### config.mk
export PLATFORM = sky130hd
export DESIGN_NAME = dac_trig_ctrl
export DESIGN_NICKNAME = d
export VERILOG_FILES = /design/src/rtl/dtc_pkg.sv /design/src/rtl/dtc_regs.sv /design/src/rtl/dtc_refresh.sv /design/src/rtl/dtc_chan.sv /design/src/rtl/dac_trig_ctrl.sv
export SDC_FILE = /design/constraint.sdc
export NUM_CORES = 1
export LEC_CHECK = 0
export CAP_MARGIN = 20
export CORE_MARGIN = 5
export CORE_UTILIZATION = 35
export CTS_CLUSTER_SIZE = 25
export DETAILED_ROUTE_END_ITERATION = 8
export DONT_BUFFER_PORTS = 1
export RECOVER_POWER = 100
export SETUP_SLACK_MARGIN = 0.5
export SLEW_MARGIN = 20
export SYNTH_ARGS = -nofsm -noshare
export SYNTH_HDL_FRONTEND = slang
export SYNTH_HIERARCHICAL = 1
export SYNTH_SLANG_ARGS = --single-unit
### constraint.sdc
create_clock -name clk -period 4.9 [get_ports clk]
set_clock_uncertainty 0.2 [all_clocks]
set_input_delay 0.735 -clock clk [delete_from_list [all_inputs] [get_ports clk]]
set_output_delay 0.735 -clock clk [all_outputs]
set_load 0.02 [all_outputs]
### src/rtl/dtc_pkg.sv
package dtc_pkg;
  localparam int DW    = 12;  // channel code width
  localparam int NEV   = 12;  // event lines
  localparam int ESW   = 4;   // event select width
  localparam int MW    = 3;   // trigger mode width
  localparam int PSW   = 7;   // prescaler width
  localparam int PRW   = 2;   // refresh period code width
  localparam int RBASE = 3;   // log2 of shortest refresh period
  localparam int RCW   = RBASE + (1 << PRW) - 1;
  localparam int AW    = 4;   // register address width
  localparam int CSLOT = 16;  // combined word slot per channel

  localparam logic [AW-1:0] A_GLOB  = 4'd0;
  localparam logic [AW-1:0] A_CMD   = 4'd1;
  localparam logic [AW-1:0] A_CTL0  = 4'd2;
  localparam logic [AW-1:0] A_DATA0 = 4'd4;
  localparam logic [AW-1:0] A_COMB  = 4'd6;
  localparam logic [AW-1:0] A_FSET  = 4'd7;
  localparam logic [AW-1:0] A_FCLR  = 4'd8;
  localparam logic [AW-1:0] A_IEN   = 4'd9;

  localparam logic [MW-1:0] M_WRITE   = 3'd0;
  localparam logic [MW-1:0] M_EVENT   = 3'd1;
  localparam logic [MW-1:0] M_REFRESH = 3'd2;
  localparam logic [MW-1:0] M_WR_EV   = 3'd3;
  localparam logic [MW-1:0] M_WR_RF   = 3'd4;
  localparam logic [MW-1:0] M_SENSOR  = 3'd5;
endpackage

### src/rtl/dtc_regs.sv
module dtc_regs
  import dtc_pkg::*;
#(
  parameter int NCH = 2
) (
  input  logic                    clk,
  input  logic                    rst_n,
  input  logic                    wr_en,
  input  logic [AW-1:0]           wr_addr,
  input  logic [31:0]             wr_data,
  input  logic [NCH-1:0]          start_i,
  output logic [PSW-1:0]          presc_o,
  output logic [PRW-1:0]          period_o,
  output logic [NCH-1:0][MW-1:0]  mode_o,
  output logic [NCH-1:0][ESW-1:0] evsel_o,
  output logic [NCH-1:0][DW-1:0]  data_nxt_o,
  output logic [NCH-1:0]          data_wr_o,
  output logic [NCH-1:0]          en_o,
  output logic [NCH-1:0]          done_o,
  output logic [NCH-1:0]          ie_o
);
  logic [PSW-1:0] presc_q, presc_d;
  logic [PRW-1:0] period_q, period_d;
  logic           glob_we;

  always_comb begin
    glob_we  = wr_en && (wr_addr == A_GLOB);
    presc_d  = glob_we ? wr_data[PSW-1:0] : presc_q;
    period_d = glob_we ? wr_data[8 +: PRW] : period_q;
  end

  always_ff @(posedge clk or negedge rst_n) begin
    if (!rst_n) begin
      presc_q  <= '0;
      period_q <= '0;
    end else begin
      presc_q  <= presc_d;
      period_q <= period_d;
    end
  end

  assign presc_o  = presc_q;
  assign period_o = period_q;

  for (genvar c = 0; c < NCH; c++) begin : g_ch
    logic [DW-1:0]  data_q, data_d;
    logic [MW-1:0]  mode_q, mode_d;
    logic [ESW-1:0] sel_q, sel_d;
    logic           en_q, en_d, done_q, done_d, ie_q, ie_d;
    logic           own_we, comb_we, ctl_we, cmd_we;

    always_comb begin
      own_we  = wr_en && (wr_addr == A_DATA0 + AW'(c));
      comb_we = wr_en && (wr_addr == A_COMB);
      ctl_we  = wr_en && (wr_addr == A_CTL0 + AW'(c));
      cmd_we  = wr_en && (wr_addr == A_CMD);
      data_d  = own_we  ? wr_data[DW-1:0] :
                comb_we ? wr_data[c*CSLOT +: DW] : data_q;
      mode_d  = ctl_we ? wr_data[0 +: MW]  : mode_q;
      sel_d   = ctl_we ? wr_data[4 +: ESW] : sel_q;
      en_d    = en_q;
      if (cmd_we) begin
        en_d = (en_q | wr_data[2*c]) & ~wr_data[2*c+1];
      end
      done_d  = start_i[c]
              | (wr_en && (wr_addr == A_FSET) && wr_data[c])
              | (done_q & ~(wr_en && (wr_addr == A_FCLR) && wr_data[c]));
      ie_d    = (wr_en && (wr_addr == A_IEN)) ? wr_data[c] : ie_q;
    end

    always_ff @(posedge clk or negedge rst_n) begin
      if (!rst_n) begin
        data_q <= '0;
        mode_q <= '0;
        sel_q  <= '0;
        en_q   <= 1'b0;
        done_q <= 1'b0;
        ie_q   <= 1'b0;
      end else begin
        data_q <= data_d;
        mode_q <= mode_d;
        sel_q  <= sel_d;
        en_q   <= en_d;
        done_q <= done_d;
        ie_q   <= ie_d;
      end
    end

    assign data_nxt_o[c] = data_d;
    assign data_wr_o[c]  = own_we | comb_we;
    assign mode_o[c]     = mode_q;
    assign evsel_o[c]    = sel_q;
    assign en_o[c]       = en_q;
    assign done_o[c]     = done_q;
    assign ie_o[c]       = ie_q;


    cmd_both_off_chk: assert property (@(posedge clk) disable iff (!rst_n)
      (wr_en && (wr_addr == A_CMD) && wr_data[2*c] && wr_data[2*c+1]) |=> !en_q);


    done_on_start_chk: assert property (@(posedge clk) disable iff (!rst_n)
      start_i[c] |=> done_q);
  end
endmodule

### src/rtl/dtc_refresh.sv
module dtc_refresh
  import dtc_pkg::*;
(
  input  logic           clk,
  input  logic           rst_n,
  input  logic [PSW-1:0] presc_i,
  input  logic [PRW-1:0] period_i,
  output logic           tick_o
);
  logic [PSW-1:0] pc_q, pc_d;
  logic [RCW-1:0] rc_q, rc_d, lim;
  logic           conv_tick;

  always_comb begin
    conv_tick = (pc_q >= presc_i);
    pc_d      = conv_tick ? '0 : pc_q + 1'b1;
    lim       = (RCW'(1) << (RBASE + int'(period_i))) - 1'b1;
    tick_o    = conv_tick && (rc_q >= lim);
    rc_d      = rc_q;
    if (conv_tick) begin
      rc_d = (rc_q >= lim) ? '0 : rc_q + 1'b1;
    end
  end

  always_ff @(posedge clk or negedge rst_n) begin
    if (!rst_n) begin
      pc_q <= '0;
      rc_q <= '0;
    end else begin
      pc_q <= pc_d;
      rc_q <= rc_d;
    end
  end


  refresh_spacing_chk: assert property (@(posedge clk) disable iff (!rst_n)
    tick_o |=> !tick_o);
endmodule

### src/rtl/dtc_chan.sv
module dtc_chan
  import dtc_pkg::*;
(
  input  logic           clk,
  input  logic           rst_n,
  input  logic           en_i,
  input  logic [MW-1:0]  mode_i,
  input  logic [ESW-1:0] evsel_i,
  input  logic [NEV-1:0] ev_rise_i,
  input  logic [DW-1:0]  data_nxt_i,
  input  logic           data_wr_i,
  input  logic           refresh_i,
  input  logic           sensor_i,
  output logic           start_o,
  output logic [DW-1:0]  code_o
);
  logic          ev_hit, trig, start_d, start_q;
  logic [DW-1:0] code_d, code_q;

  always_comb begin
    ev_hit = 1'b0;
    for (int i = 0; i < NEV; i++) begin
      if (evsel_i == ESW'(i)) ev_hit = ev_hit | ev_rise_i[i];
    end
    case (mode_i)
      M_WRITE:   trig = data_wr_i;
      M_EVENT:   trig = ev_hit;
      M_REFRESH: trig = refresh_i;
      M_WR_EV:   trig = data_wr_i | ev_hit;
      M_WR_RF:   trig = data_wr_i | refresh_i;
      M_SENSOR:  trig = sensor_i;
      default:   trig = 1'b0;
    endcase
    start_d = en_i & trig;
    code_d  = start_d ? data_nxt_i : code_q;
  end

  always_ff @(posedge clk or negedge rst_n) begin
    if (!rst_n) begin
      start_q <= 1'b0;
      code_q  <= '0;
    end else begin
      start_q <= start_d;
      code_q  <= code_d;
    end
  end

  assign start_o = start_q;
  assign code_o  = code_q;


  off_quiet_chk: assert property (@(posedge clk) disable iff (!rst_n)
    !en_i |=> !start_q);


  resv_quiet_chk: assert property (@(posedge clk) disable iff (!rst_n)
    (mode_i > M_SENSOR) |=> !start_q);


  code_hold_chk: assert property (@(posedge clk) disable iff (!rst_n)
    (code_q != $past(code_q)) |-> start_q);
endmodule

### src/rtl/dac_trig_ctrl.sv
module dac_trig_ctrl
  import dtc_pkg::*;
#(
  parameter int NCH = 2
) (
  input  logic              clk,
  input  logic              rst_n,
  input  logic              wr_en_i,
  input  logic [AW-1:0]     wr_addr_i,
  input  logic [31:0]       wr_data_i,
  input  logic [NEV-1:0]    evt_i,
  input  logic [NCH-1:0]    sens_i,
  output logic [NCH-1:0]    start_o,
  output logic [NCH*DW-1:0] code_o,
  output logic [NCH-1:0]    chan_en_o,
  output logic [NCH-1:0]    done_o,
  output logic              irq_o
);
  logic [NEV-1:0]          evt_q, ev_rise;
  logic [PSW-1:0]          presc;
  logic [PRW-1:0]          period;
  logic [NCH-1:0][MW-1:0]  mode;
  logic [NCH-1:0][ESW-1:0] evsel;
  logic [NCH-1:0][DW-1:0]  data_nxt;
  logic [NCH-1:0]          data_wr, en, done, ie, start;
  logic                    refresh;

  always_ff @(posedge clk or negedge rst_n) begin
    if (!rst_n) evt_q <= '0;
    else        evt_q <= evt_i;
  end

  assign ev_rise = evt_i & ~evt_q;

  dtc_regs #(.NCH(NCH)) u_regs (
    .clk        (clk),
    .rst_n      (rst_n),
    .wr_en      (wr_en_i),
    .wr_addr    (wr_addr_i),
    .wr_data    (wr_data_i),
    .start_i    (start),
    .presc_o    (presc),
    .period_o   (period),
    .mode_o     (mode),
    .evsel_o    (evsel),
    .data_nxt_o (data_nxt),
    .data_wr_o  (data_wr),
    .en_o       (en),
    .done_o     (done),
    .ie_o       (ie)
  );

  dtc_refresh u_refresh (
    .clk      (clk),
    .rst_n    (rst_n),
    .presc_i  (presc),
    .period_i (period),
    .tick_o   (refresh)
  );

  for (genvar c = 0; c < NCH; c++) begin : g_chan
    logic [DW-1:0] code_c;
    dtc_chan u_chan (
      .clk        (clk),
      .rst_n      (rst_n),
      .en_i       (en[c]),
      .mode_i     (mode[c]),
      .evsel_i    (evsel[c]),
      .ev_rise_i  (ev_rise),
      .data_nxt_i (data_nxt[c]),
      .data_wr_i  (data_wr[c]),
      .refresh_i  (refresh),
      .sensor_i   (sens_i[c]),
      .start_o    (start[c]),
      .code_o     (code_c)
    );
    assign code_o[c*DW +: DW] = code_c;
  end

  assign start_o   = start;
  assign chan_en_o = en;
  assign done_o    = done;
  assign irq_o     = |(done & ie);
endmodule

==> flow_metrics.env, run 1 <==
export IMPL_outcome="finished with violations"
export IMPL_violations="max-capacitance violations, max-slew violations"
export IMPL_cts_buffers=9
export IMPL_hold_path_class="in2reg"
export IMPL_antenna_found_initial=0
export IMPL_ys_seq_elements=104
export IMPL_insertion_delay_ps=350
export IMPL_final_max_slew_viol_count=105
export IMPL_diodes=0
export IMPL_required_ps=4930
export IMPL_use_met2_pct=20.2
export IMPL_path_class="in2reg"
export IMPL_p_comb_share_pct=21.2
export IMPL_internal_power_mw=1.85
export IMPL_cts_tree="yes"
export IMPL_synthesis_area_mm2=0.00520
export IMPL_grt_pass1_wl_um=18500
export IMPL_finish_net_count=487
export IMPL_switching_share_pct=33.0
export IMPL_setup_tns_ps=0
export IMPL_placementRows=44
export IMPL_routed_wirelength_um=11200
export IMPL_top_usage_layer="met2"
export IMPL_gp_congestion=0.822
export IMPL_synth_async_reset_ratio_pct=100
export IMPL_power_density_mw_per_mm2=504
export IMPL_viasPerCell=5.27
export IMPL_max_freq_mhz=259
export IMPL_ios=84
export IMPL_peakVddDrop_mv=0.262
export IMPL_power_frac_seq_pct=51.6
export IMPL_die_area_mm2=0.0174
export IMPL_synthCells=428
export IMPL_cts_sinks=104
export IMPL_final_cell_mix="dfrtp_1 (104), mux2_2 (36), mux2_1 (26)"
export IMPL_met1_usage_pct=17.4
export IMPL_slew_headroom_pct=-69.2
export IMPL_grt_use_met3_pct=5.00
export IMPL_grt_max_degree=105
export IMPL_drtIter0Drc=154
export IMPL_post_cts_setup_buffers=0
export IMPL_initial_core_util_pct=35.8
export IMPL_wl_per_cell_um=18.5
export IMPL_core_area_mm2=0.0145
export IMPL_drtAntennaViolNets=0
export IMPL_maxCapViolations=1
export IMPL_pwr_share_clk_pct=27.2
export IMPL_dp_cells=590
export IMPL_final_cells=607
export IMPL_dp_hpwl_um=8060
export IMPL_grt_usage_pct=13.3
export IMPL_drive_gt1_share_pct=15.8
export IMPL_io_buffer_count=0
export IMPL_worst_pin_slew_ps=2540
export IMPL_post_route_drc_count=0
export IMPL_switching_power_uw=914
export IMPL_synth_cell_types=53
export IMPL_period_needed_ps=3850
export IMPL_die_width_um=132
export IMPL_cp_arrival_ps=3890
export IMPL_rsz0062_at_grt="no"
export IMPL_clockRootBuffer="clkbuf_16"
export IMPL_grt_pass1_vias=3382
export IMPL_hold_violations=0
export IMPL_syn2layout_area_growth_pct=5.68
export IMPL_ctsResizeCount=0
export IMPL_htree_levels=3
export IMPL_syn_avg_cell_area_um2=12.1
export IMPL_leakage_nw=2.40
export IMPL_yosysWarnings=6
export IMPL_period_share_pct=78.7
export IMPL_fin_util_pct=37.8
export IMPL_dr_pass1_iters=4
export IMPL_yosysSeqAreaShare_pct=50.0
export IMPL_cp_max_fo=28
export IMPL_overflow=0
export IMPL_clock_path_buffers=2
export IMPL_total_power_mw=2.77
export IMPL_dieHeight_um=132
export IMPL_setup_viol=0
export IMPL_mostFrequentLayoutCell="dfrtp_1"
export IMPL_synth_edf_count=0
export IMPL_synthFlopType="dfrtp_1"
export IMPL_vias=3201
export IMPL_hold_depth=0
export IMPL_cp_end_kind="flop"
export IMPL_start_kind="input port"
export IMPL_reg2reg_depth=10
export IMPL_path_clk_slew_ps=70
path summary, 6_finish.rpt:
check / startpoint / end / slack, ps
max: wr_addr_i[3] / g_chan[0].u_chan/code_o[1]$_DFFE_PN0P_ / 1050
min: evt_i[7] / evt_q[7]$_DFF_PN0_ / 220
max reg2reg: u_refresh/pc_q[4]$_DFF_PN0_ / g_chan[0].u_chan/code_o[1]$_DFFE_PN0P_ / 1200
min reg2reg: u_regs/g_ch[0].data_q[10]$_DFF_PN0_ / u_regs/g_ch[0].data_q[10]$_DFF_PN0_ / 280
max in group asynchronous: rst_n / u_regs/g_ch[1].data_q[6]$_DFF_PN0_ / 2050
min in group asynchronous: rst_n / g_chan[0].u_chan/code_o[4]$_DFFE_PN0P_ / 950
cell usage after synthesis, drive strengths merged, types with 3 or more instances:
library cell | number | area share (%)
a21oi | 7 | 0.67
nor3 | 15 | 1.4
nor2b | 23 | 2.9
nor2 | 13 | 0.94
a22o | 4 | 0.67
buf | 16 | 2.6
inv | 24 | 1.7
mux2i | 5 | 0.96
dfrtp | 104 | 50
a41oi | 4 | 1.4
nand4b | 12 | 2.0
mux2 | 65 | 16
a221o | 3 | 0.58
a211o | 4 | 0.72
o31ai | 3 | 0.53
nand3 | 12 | 1.2
a31oi | 16 | 1.9
nand2b | 8 | 1.1
and3 | 4 | 0.48
ha | 16 | 3.8
clkbuf | 9 | 0.65
nand2 | 9 | 0.75
xnor2 | 3 | 0.51
o21ai | 23 | 2.2
state kept, by name (all words and copies together) (netlist names):
name                   cells
g_chan.u_chan/code_o      24
u_regs/g_ch.sel_q          8
u_refresh/rc_q             6
u_regs/g_ch.data_q        24
u_regs/g_ch.mode_q         6
u_regs/g_ch.done_q         2
u_regs/presc_o             7
evt_q                     12
u_regs/g_ch.ie_q           2
u_refresh/pc_q             7
u_regs/g_ch.en_q           2
g_chan.u_chan/start_o      2
u_regs/period_o            2
metal layers:
metal,vias up,part of all wire [%]
met5,-,0
met4,0,1.9
met3,16,7.5
met2,75,46
met1,1599,44
li1,1511,-
cells by family after synthesis:
logic type	Yosys count	synth area share (%)
buffers and inverters	49	4.96
DFF	104	50.0
other	1	0.0721
AOI/OAI and AO/OA	75	11.0
muxes	70	16.5
and+or+nand+nor	108	12.8
xor gates and xnor gates	5	0.842
adders and majority gates	16	3.85
worst max-delay path, stage by stage:
cell and delay [ps]:
nand2b_1 540, nor3b_1 440, clkbuf_1 720, nor3_1 90
o31ai_1 270, nand3_1 150, a41oi_4 530, mux2_2 400
through the flow:
step,setup WS (ps),cell area [µm²],hold WS (ps)
global placement,1170,5280,243
floorplan,1860,5210,239
finish,1050,5500,215
detailed placement,1090,5280,242
global route,714,5500,197
CTS,1440,5620,142
power by group through the flow:
| stage | registers (mW) | logic [mW] | clock network [mW] |
|---|---|---|---|
| 6_report | 1.43 | 0.585 | 0.753 |
| 3_5_place_dp | 1.45 | 0.666 | 0 |
| 4_1_cts | 1.44 | 0.686 | 0.772 |
| 5_1_grt | 1.47 | 0.682 | 0.810 |
| 2_1_floorplan | 1.36 | 0.645 | 0 |
| 3_3_place_gp | 1.44 | 0.638 | 0 |
area by class of cell:
| class | count | area (µm²) |
|---|---|---|
| inverter | 24 | 90.1 |
| multi-input combinational | 277 | 2240 |
| sequential | 104 | 2600 |
| timing repair buffer | 2 | 8.76 |
| clock inverter | 2 | 35.0 |
| fill | 1472 | 9040 |
| tap | 184 | 230 |
| clock buffer | 14 | 284 |
repair_timing:
item / CTS / global route
hold endpoints to repair: 104 / 0
setup endpoints to repair: 0 / 0
hold buffers: 1 / 0
Note: power is estimated with default switching activity, not from simulation.
==> run 2, diff against run 1 <==
==> constraint.sdc (replaced) <==
create_clock -name clk -period 3.4 [get_ports clk]
set_clock_uncertainty 0.2 [all_clocks]
set_input_delay 0.51 -clock clk [delete_from_list [all_inputs] [get_ports clk]]
set_output_delay 0.51 -clock clk [all_outputs]
set_load 0.02 [all_outputs]
==> flow_metrics.env, run 2 (same netlist as run 1, synthesis figures left out) <==
export IMPL_outcome="finished with violations"
export IMPL_violations="negative hold slack"
export IMPL_start_kind="input port"
export IMPL_leakage_nw=2.57
export IMPL_grt_max_degree=105
export IMPL_final_cell_mix="dfrtp_1 (104), mux2_1 (28), mux2_2 (27)"
export IMPL_clock_path_buffers=2
export IMPL_grt_usage_pct=13.6
export IMPL_max_freq_mhz=335
export IMPL_cts_buffers=9
export IMPL_final_cells=638
export IMPL_viasPerCell=5.29
export IMPL_setup_tns_ps=0
export IMPL_maxCapViolations=0
export IMPL_rsz0062_at_grt="yes"
export IMPL_cp_end_kind="flop"
export IMPL_cp_arrival_ps=3010
export IMPL_initial_core_util_pct=35.8
export IMPL_slew_headroom_pct=14.5
export IMPL_grt_use_met3_pct=4.50
export IMPL_insertion_delay_ps=340
export IMPL_drive_gt1_share_pct=20.1
export IMPL_htree_levels=3
export IMPL_power_density_mw_per_mm2=701
export IMPL_finish_net_count=517
export IMPL_hold_path_class="in2async"
export IMPL_antenna_found_initial=1
export IMPL_routed_wirelength_um=11800
export IMPL_gp_congestion=0.815
export IMPL_io_buffer_count=0
export IMPL_use_met2_pct=21.8
export IMPL_vias=3375
export IMPL_overflow=0
export IMPL_cts_tree="yes"
export IMPL_dr_pass1_iters=5
export IMPL_cts_hold_buf=12
export IMPL_die_area_mm2=0.0174
export IMPL_clockRootBuffer="clkbuf_16"
export IMPL_required_ps=3430
export IMPL_top_usage_layer="met2"
export IMPL_worst_pin_slew_ps=1280
export IMPL_peakVddDrop_mv=0.328
export IMPL_finalHoldWorstSlack_ps=-339
export IMPL_period_needed_ps=2990
export IMPL_setup_viol=0
export IMPL_period_share_pct=87.9
export IMPL_drtAntennaViolNets=0
export IMPL_cp_max_fo=16
export IMPL_ios=84
export IMPL_post_route_drc_count=0
export IMPL_dp_hpwl_um=8170
export IMPL_core_area_mm2=0.0145
export IMPL_cts_sinks=104
export IMPL_dp_cells=597
export IMPL_dieHeight_um=132
export IMPL_met1_usage_pct=17.3
export IMPL_final_max_slew_viol_count=0
export IMPL_grt_pass1_vias=3529
export IMPL_path_class="in2reg"
export IMPL_wl_per_cell_um=18.5
export IMPL_path_clk_slew_ps=70
export IMPL_drtIter0Drc=154
export IMPL_grt_pass1_wl_um=19100
export IMPL_syn2layout_area_growth_pct=13.3
export IMPL_hold_violations=104
export IMPL_mostFrequentLayoutCell="dfrtp_1"
export IMPL_placementRows=44
export IMPL_die_width_um=132
==> run 2: stage by stage <==
step / instance area, µm² / setup WS [ps] / total power, mW / utilization, %
after detailed placement: 5370 / 269 / 3.09 / 36.9
after floorplan: 5220 / 511 / 2.89 / -
final: 5890 / 413 / 4.13 / 40.5
after CTS: 5940 / 475 / 4.26 / 40.9
after global placement: 5370 / 380 / 3.04 / 36.9
after global routing: 5890 / 200 / 4.39 / 40.5
==> run 2: layer usage <==
| layer | vias up | wire length (µm) |
|---|---|---|
| met4 | 0 | 144 |
| met5 | - | 0 |
| met1 | 1703 | 5080 |
| li1 | 1565 | - |
| met2 | 95 | 5650 |
| met3 | 12 | 918 |
==> run 2: cell type report <==
| class | count | area, µm² |
|---|---|---|
| diodes | 1 | 2.50 |
| clock buffers | 11 | 253 |
| clock inverters | 5 | 55.1 |
| fillers | 1409 | 8640 |
| inverters | 24 | 90.1 |
| multi-input cells | 277 | 2350 |
| flip-flops and latches | 104 | 2600 |
| well taps | 184 | 230 |
| repair buffers | 32 | 312 |
==> run 2: path summary, 6_finish.rpt <==
path                                                      endpoint                          startpoint  slack (ps)  cells after the start
hold reg to reg                 u_regs/g_ch[0].data_q[1]$_DFF_PN0_  u_regs/g_ch[0].data_q[1]$_DFF_PN0_         280                      1
max in group asynchronous              u_refresh/pc_q[1]$_DFF_PN0_                               rst_n        3190                      0
setup reg to reg           g_chan[1].u_chan/code_o[11]$_DFFE_PN0P_         u_refresh/pc_q[5]$_DFF_PN0_         440                     11
setup / recovery            g_chan[0].u_chan/code_o[7]$_DFFE_PN0P_                        wr_addr_i[3]         410                      8
min in group clk                   u_regs/g_ch[1].en_q$_DFFE_PN0P_                        wr_data_i[3]          60                      1
hold / removal                  u_regs/g_ch[0].data_q[3]$_DFF_PN0_                               rst_n        -340                      0
==> run 2: what timing repair did <==
item / CTS / global route
setup endpoints to repair: 24 / 24
setup buffers: 8 / 2
gates cloned: 1 / 1
endpoints found under the hold margin: 116 / 104
pin swaps: 9 / 10
gates resized for setup: 13 / 6
==> run 2: critical path: stages <==
cell and delay, ps:
nand2b_1 160, nor3b_1 1040, nor3_1 90, o31ai_1 250, nand3_1 150, a41oi_4 290
clkbuf_16 220, mux2_1 310
==> run 2: power by group <==
part           total, mW  switching (mW)  internal, mW
combinational       1.02           0.447         0.573
sequential          2.06           0.472          1.58
clock               1.05           0.443         0.608
==> run 3, diff against run 2 <==
--- a/config.mk
+++ b/config.mk
@@ -16,5 +16,4 @@
 export SLEW_MARGIN = 20
 export SYNTH_ARGS = -nofsm -noshare
 export SYNTH_HDL_FRONTEND = slang
-export SYNTH_HIERARCHICAL = 1
 export SYNTH_SLANG_ARGS = --single-unit
==> flow_metrics.env, run 3 <==
export IMPL_path_clk_slew_ps=70
export IMPL_htree_levels=3
export IMPL_synth_async_reset_ratio_pct=100
export IMPL_synth_edf_count=0
export IMPL_gp_congestion=0.830
export IMPL_synthesis_area_mm2=0.00484
export IMPL_drtAntennaViolNets=0
export IMPL_hold_violations=104
export IMPL_ys_seq_elements=104
export IMPL_dp_hpwl_um=7550
export IMPL_worst_pin_slew_ps=1010
export IMPL_grt_pass1_vias=3310
export IMPL_diodes=0
export IMPL_core_area_mm2=0.0137
export IMPL_start_kind="flop"
export IMPL_mostFrequentLayoutCell="dfrtp_1"
export IMPL_cp_max_fo=13
export IMPL_outcome="finished with violations"
export IMPL_yosysTopAreaCell="dfrtp_1"
export IMPL_final_max_slew_viol_count=0
export IMPL_cp_end_kind="flop"
export IMPL_yosysWarnings=0
export IMPL_max_freq_mhz=340
export IMPL_drive_gt1_share_pct=15.7
export IMPL_fin_util_pct=39.0
export IMPL_violations="negative hold slack"
export IMPL_dr_pass1_iters=4
export IMPL_synth_compound_area_share_pct=8.90
export IMPL_rsz0062_at_grt="no"
export IMPL_cts_buffers=9
export IMPL_vias=3082
export IMPL_clockRootBuffer="clkbuf_16"
export IMPL_insertion_delay_ps=340
export IMPL_grt_max_degree=105
export IMPL_yosys_top_cells_area="dfrtp_1 (54%), mux2_2 (12%), ha_1 (4.1%)"
export IMPL_die_area_mm2=0.0163
export IMPL_synthXorXnorAreaFrac_pct=1.45
export IMPL_finalHoldWorstSlack_ps=-339
export IMPL_fin_ws_ps=461
export IMPL_final_cell_mix="dfrtp_1 (104), mux2_2 (42), nor2_1 (29)"
export IMPL_post_cts_setup_buffers=0
export IMPL_wl_per_cell_um=18.0
export IMPL_post_route_drc_count=0
export IMPL_required_ps=3420
export IMPL_period_needed_ps=2940
export IMPL_synthAdderAreaFrac_pct=4.14
export IMPL_slew_headroom_pct=32.7
export IMPL_synth_top_family_by_area="multiplexers"
export IMPL_antenna_found_initial=0
export IMPL_synth_most_common_cell="dfrtp_1"
export IMPL_die_width_um=128
export IMPL_power_density_mw_per_mm2=730
export IMPL_yosys_area_share_simple_pct=10.5
export IMPL_path_class="reg2reg"
export IMPL_pre_cts_slack_ps=465
export IMPL_routed_wirelength_um=10700
export IMPL_fillers=1333
export IMPL_cts_sinks=104
export IMPL_cts_hold_buf=12
export IMPL_muxShareOfSynthArea_pct=16.9
export IMPL_grt_usage_pct=13.9
export IMPL_leakage_nw=2.27
export IMPL_initial_core_util_pct=35.3
export IMPL_grt_pass1_wl_um=17800
export IMPL_syn2layout_area_growth_pct=10.5
export IMPL_synth_top_area_share_pct=53.8
export IMPL_yosysSeqAreaShare_pct=53.8
export IMPL_hold_path_class="in2async"
export IMPL_period_share_pct=86.5
export IMPL_setup_viol=0
export IMPL_overflow=0
export IMPL_yosys_top_cells_count="dfrtp_1 (104), mux2_2 (50), nor2_1 (29)"
export IMPL_setup_tns_ps=0
export IMPL_finish_net_count=479
export IMPL_peakVddDrop_mv=0.434
export IMPL_clock_path_buffers=2
export IMPL_io_buffer_count=0
export IMPL_syn_avg_cell_area_um2=12.0
export IMPL_cp_arrival_ps=2960
export IMPL_synthFlopType="dfrtp_1"
export IMPL_synth_cell_types=54
export IMPL_dieHeight_um=128
export IMPL_synthCells=403
export IMPL_viasPerCell=5.18
export IMPL_maxCapViolations=0
export IMPL_ios=84
export IMPL_drtIter0Drc=221
export IMPL_cts_tree="yes"
export IMPL_placementRows=43
-- run 3: changes by cell type after synthesis, moves of 11 or more --
cell | previous run | this run
a31oi_1 | 16 | 5
nor2_1 | 13 | 29
mux2_4 | 20 | 9
nor2b_1 | 22 | 3
nor3_1 | 15 | 4
a21oi_1 | 7 | 18
nand4b_1 | 12 | 1
-- run 3: worst paths after layout --
check	slack (ps)	to	from	cells after the start
max	460	g_chan[0].u_chan.code_o[2]$_DFFE_PN0P_	u_refresh.pc_q[5]$_DFF_PN0_	7
min	-340	evt_q[6]$_DFF_PN0_	rst_n	0
max reg2reg	460	g_chan[0].u_chan.code_o[2]$_DFFE_PN0P_	u_refresh.pc_q[5]$_DFF_PN0_	7
min reg2reg	280	u_regs.g_ch[0].data_q[2]$_DFF_PN0_	u_regs.g_ch[0].data_q[2]$_DFF_PN0_	1
max in group asynchronous	3200	u_refresh.rc_q[4]$_DFFE_PN0N_	rst_n	0
min in group clk	40	u_regs.g_ch[1].en_q$_DFFE_PN0P_	wr_data_i[3]	1
-- run 3: through the flow --
| stage | std cells | area [µm²] | total power [mW] | hold slack [ps] |
|---|---|---|---|---|
| 2_1_floorplan | 405 | 4850 | 2.78 | 14.4 |
| 4_1_cts | 595 | 5390 | 4.00 | -357 |
| 5_1_grt | 595 | 5350 | 4.17 | -367 |
| 3_5_place_dp | 567 | 4980 | 2.98 | 16.4 |
| 6_report | 595 | 5350 | 3.90 | -339 |
| 3_3_place_gp | 567 | 4980 | 2.94 | 16.8 |
-- run 3: report_power, final --
group | internal (mW) | total [mW] | leakage [nW] | switching (mW)
Combinational | 0.443 | 0.805 | 0.872 | 0.361
Clock | 0.544 | 1.00 | 0.144 | 0.456
Sequential | 1.59 | 2.09 | 1.26 | 0.500
Total | 2.58 | 3.90 | 2.27 | 1.32
-- run 3: routing by layer --
metal  share of wire [%]  global-route usage, %  vias to the layer above
met5                   0                      0                        -
met3                 8.4                   6.02                       13
met1                  43                   17.9                     1544
li1                    -                      -                     1441
met4                 1.6                   3.68                        0
met2                  47                   21.4                       84
-- run 3: final cells by class --
class / instances / area [µm²] / area share, %
inverters: 20 / 75.1 / 1.40
multi-input cells: 259 / 2010 / 37.6
flip-flops and latches: 104 / 2600 / 48.7
clock buffers: 12 / 256 / 4.80
clock inverters: 4 / 31.3 / 0.585
repair buffers: 16 / 143 / 2.67
well taps: 180 / 225 / 4.21
-- run 3: critical path: stages, from the launching register on --
cell and delay [ps]:
dfrtp_1 410, ha_1 300, a21o_1 180, a221oi_1 360, o21ai_0 190, a32o_1 250, o31a_1 530, mux2_1 400
-- run 3: repair_timing --
item / CTS / global route
gates resized for setup: 1 / 2
endpoints found under the setup margin: 12 / 12
gates cloned: 0 / 0
hold endpoints to repair: 116 / 104
-- run 3: cell families (layout without fill, tap and decap cells) --
logic type      after synthesis  after routing
mux                          71             71
buf+inv                      42             52
simple gates                 95             95
flops                       104            104
fa+ha+maj                    16             16
other cells                   1              3
xor+xnor                      8              8
compound gates               66             66
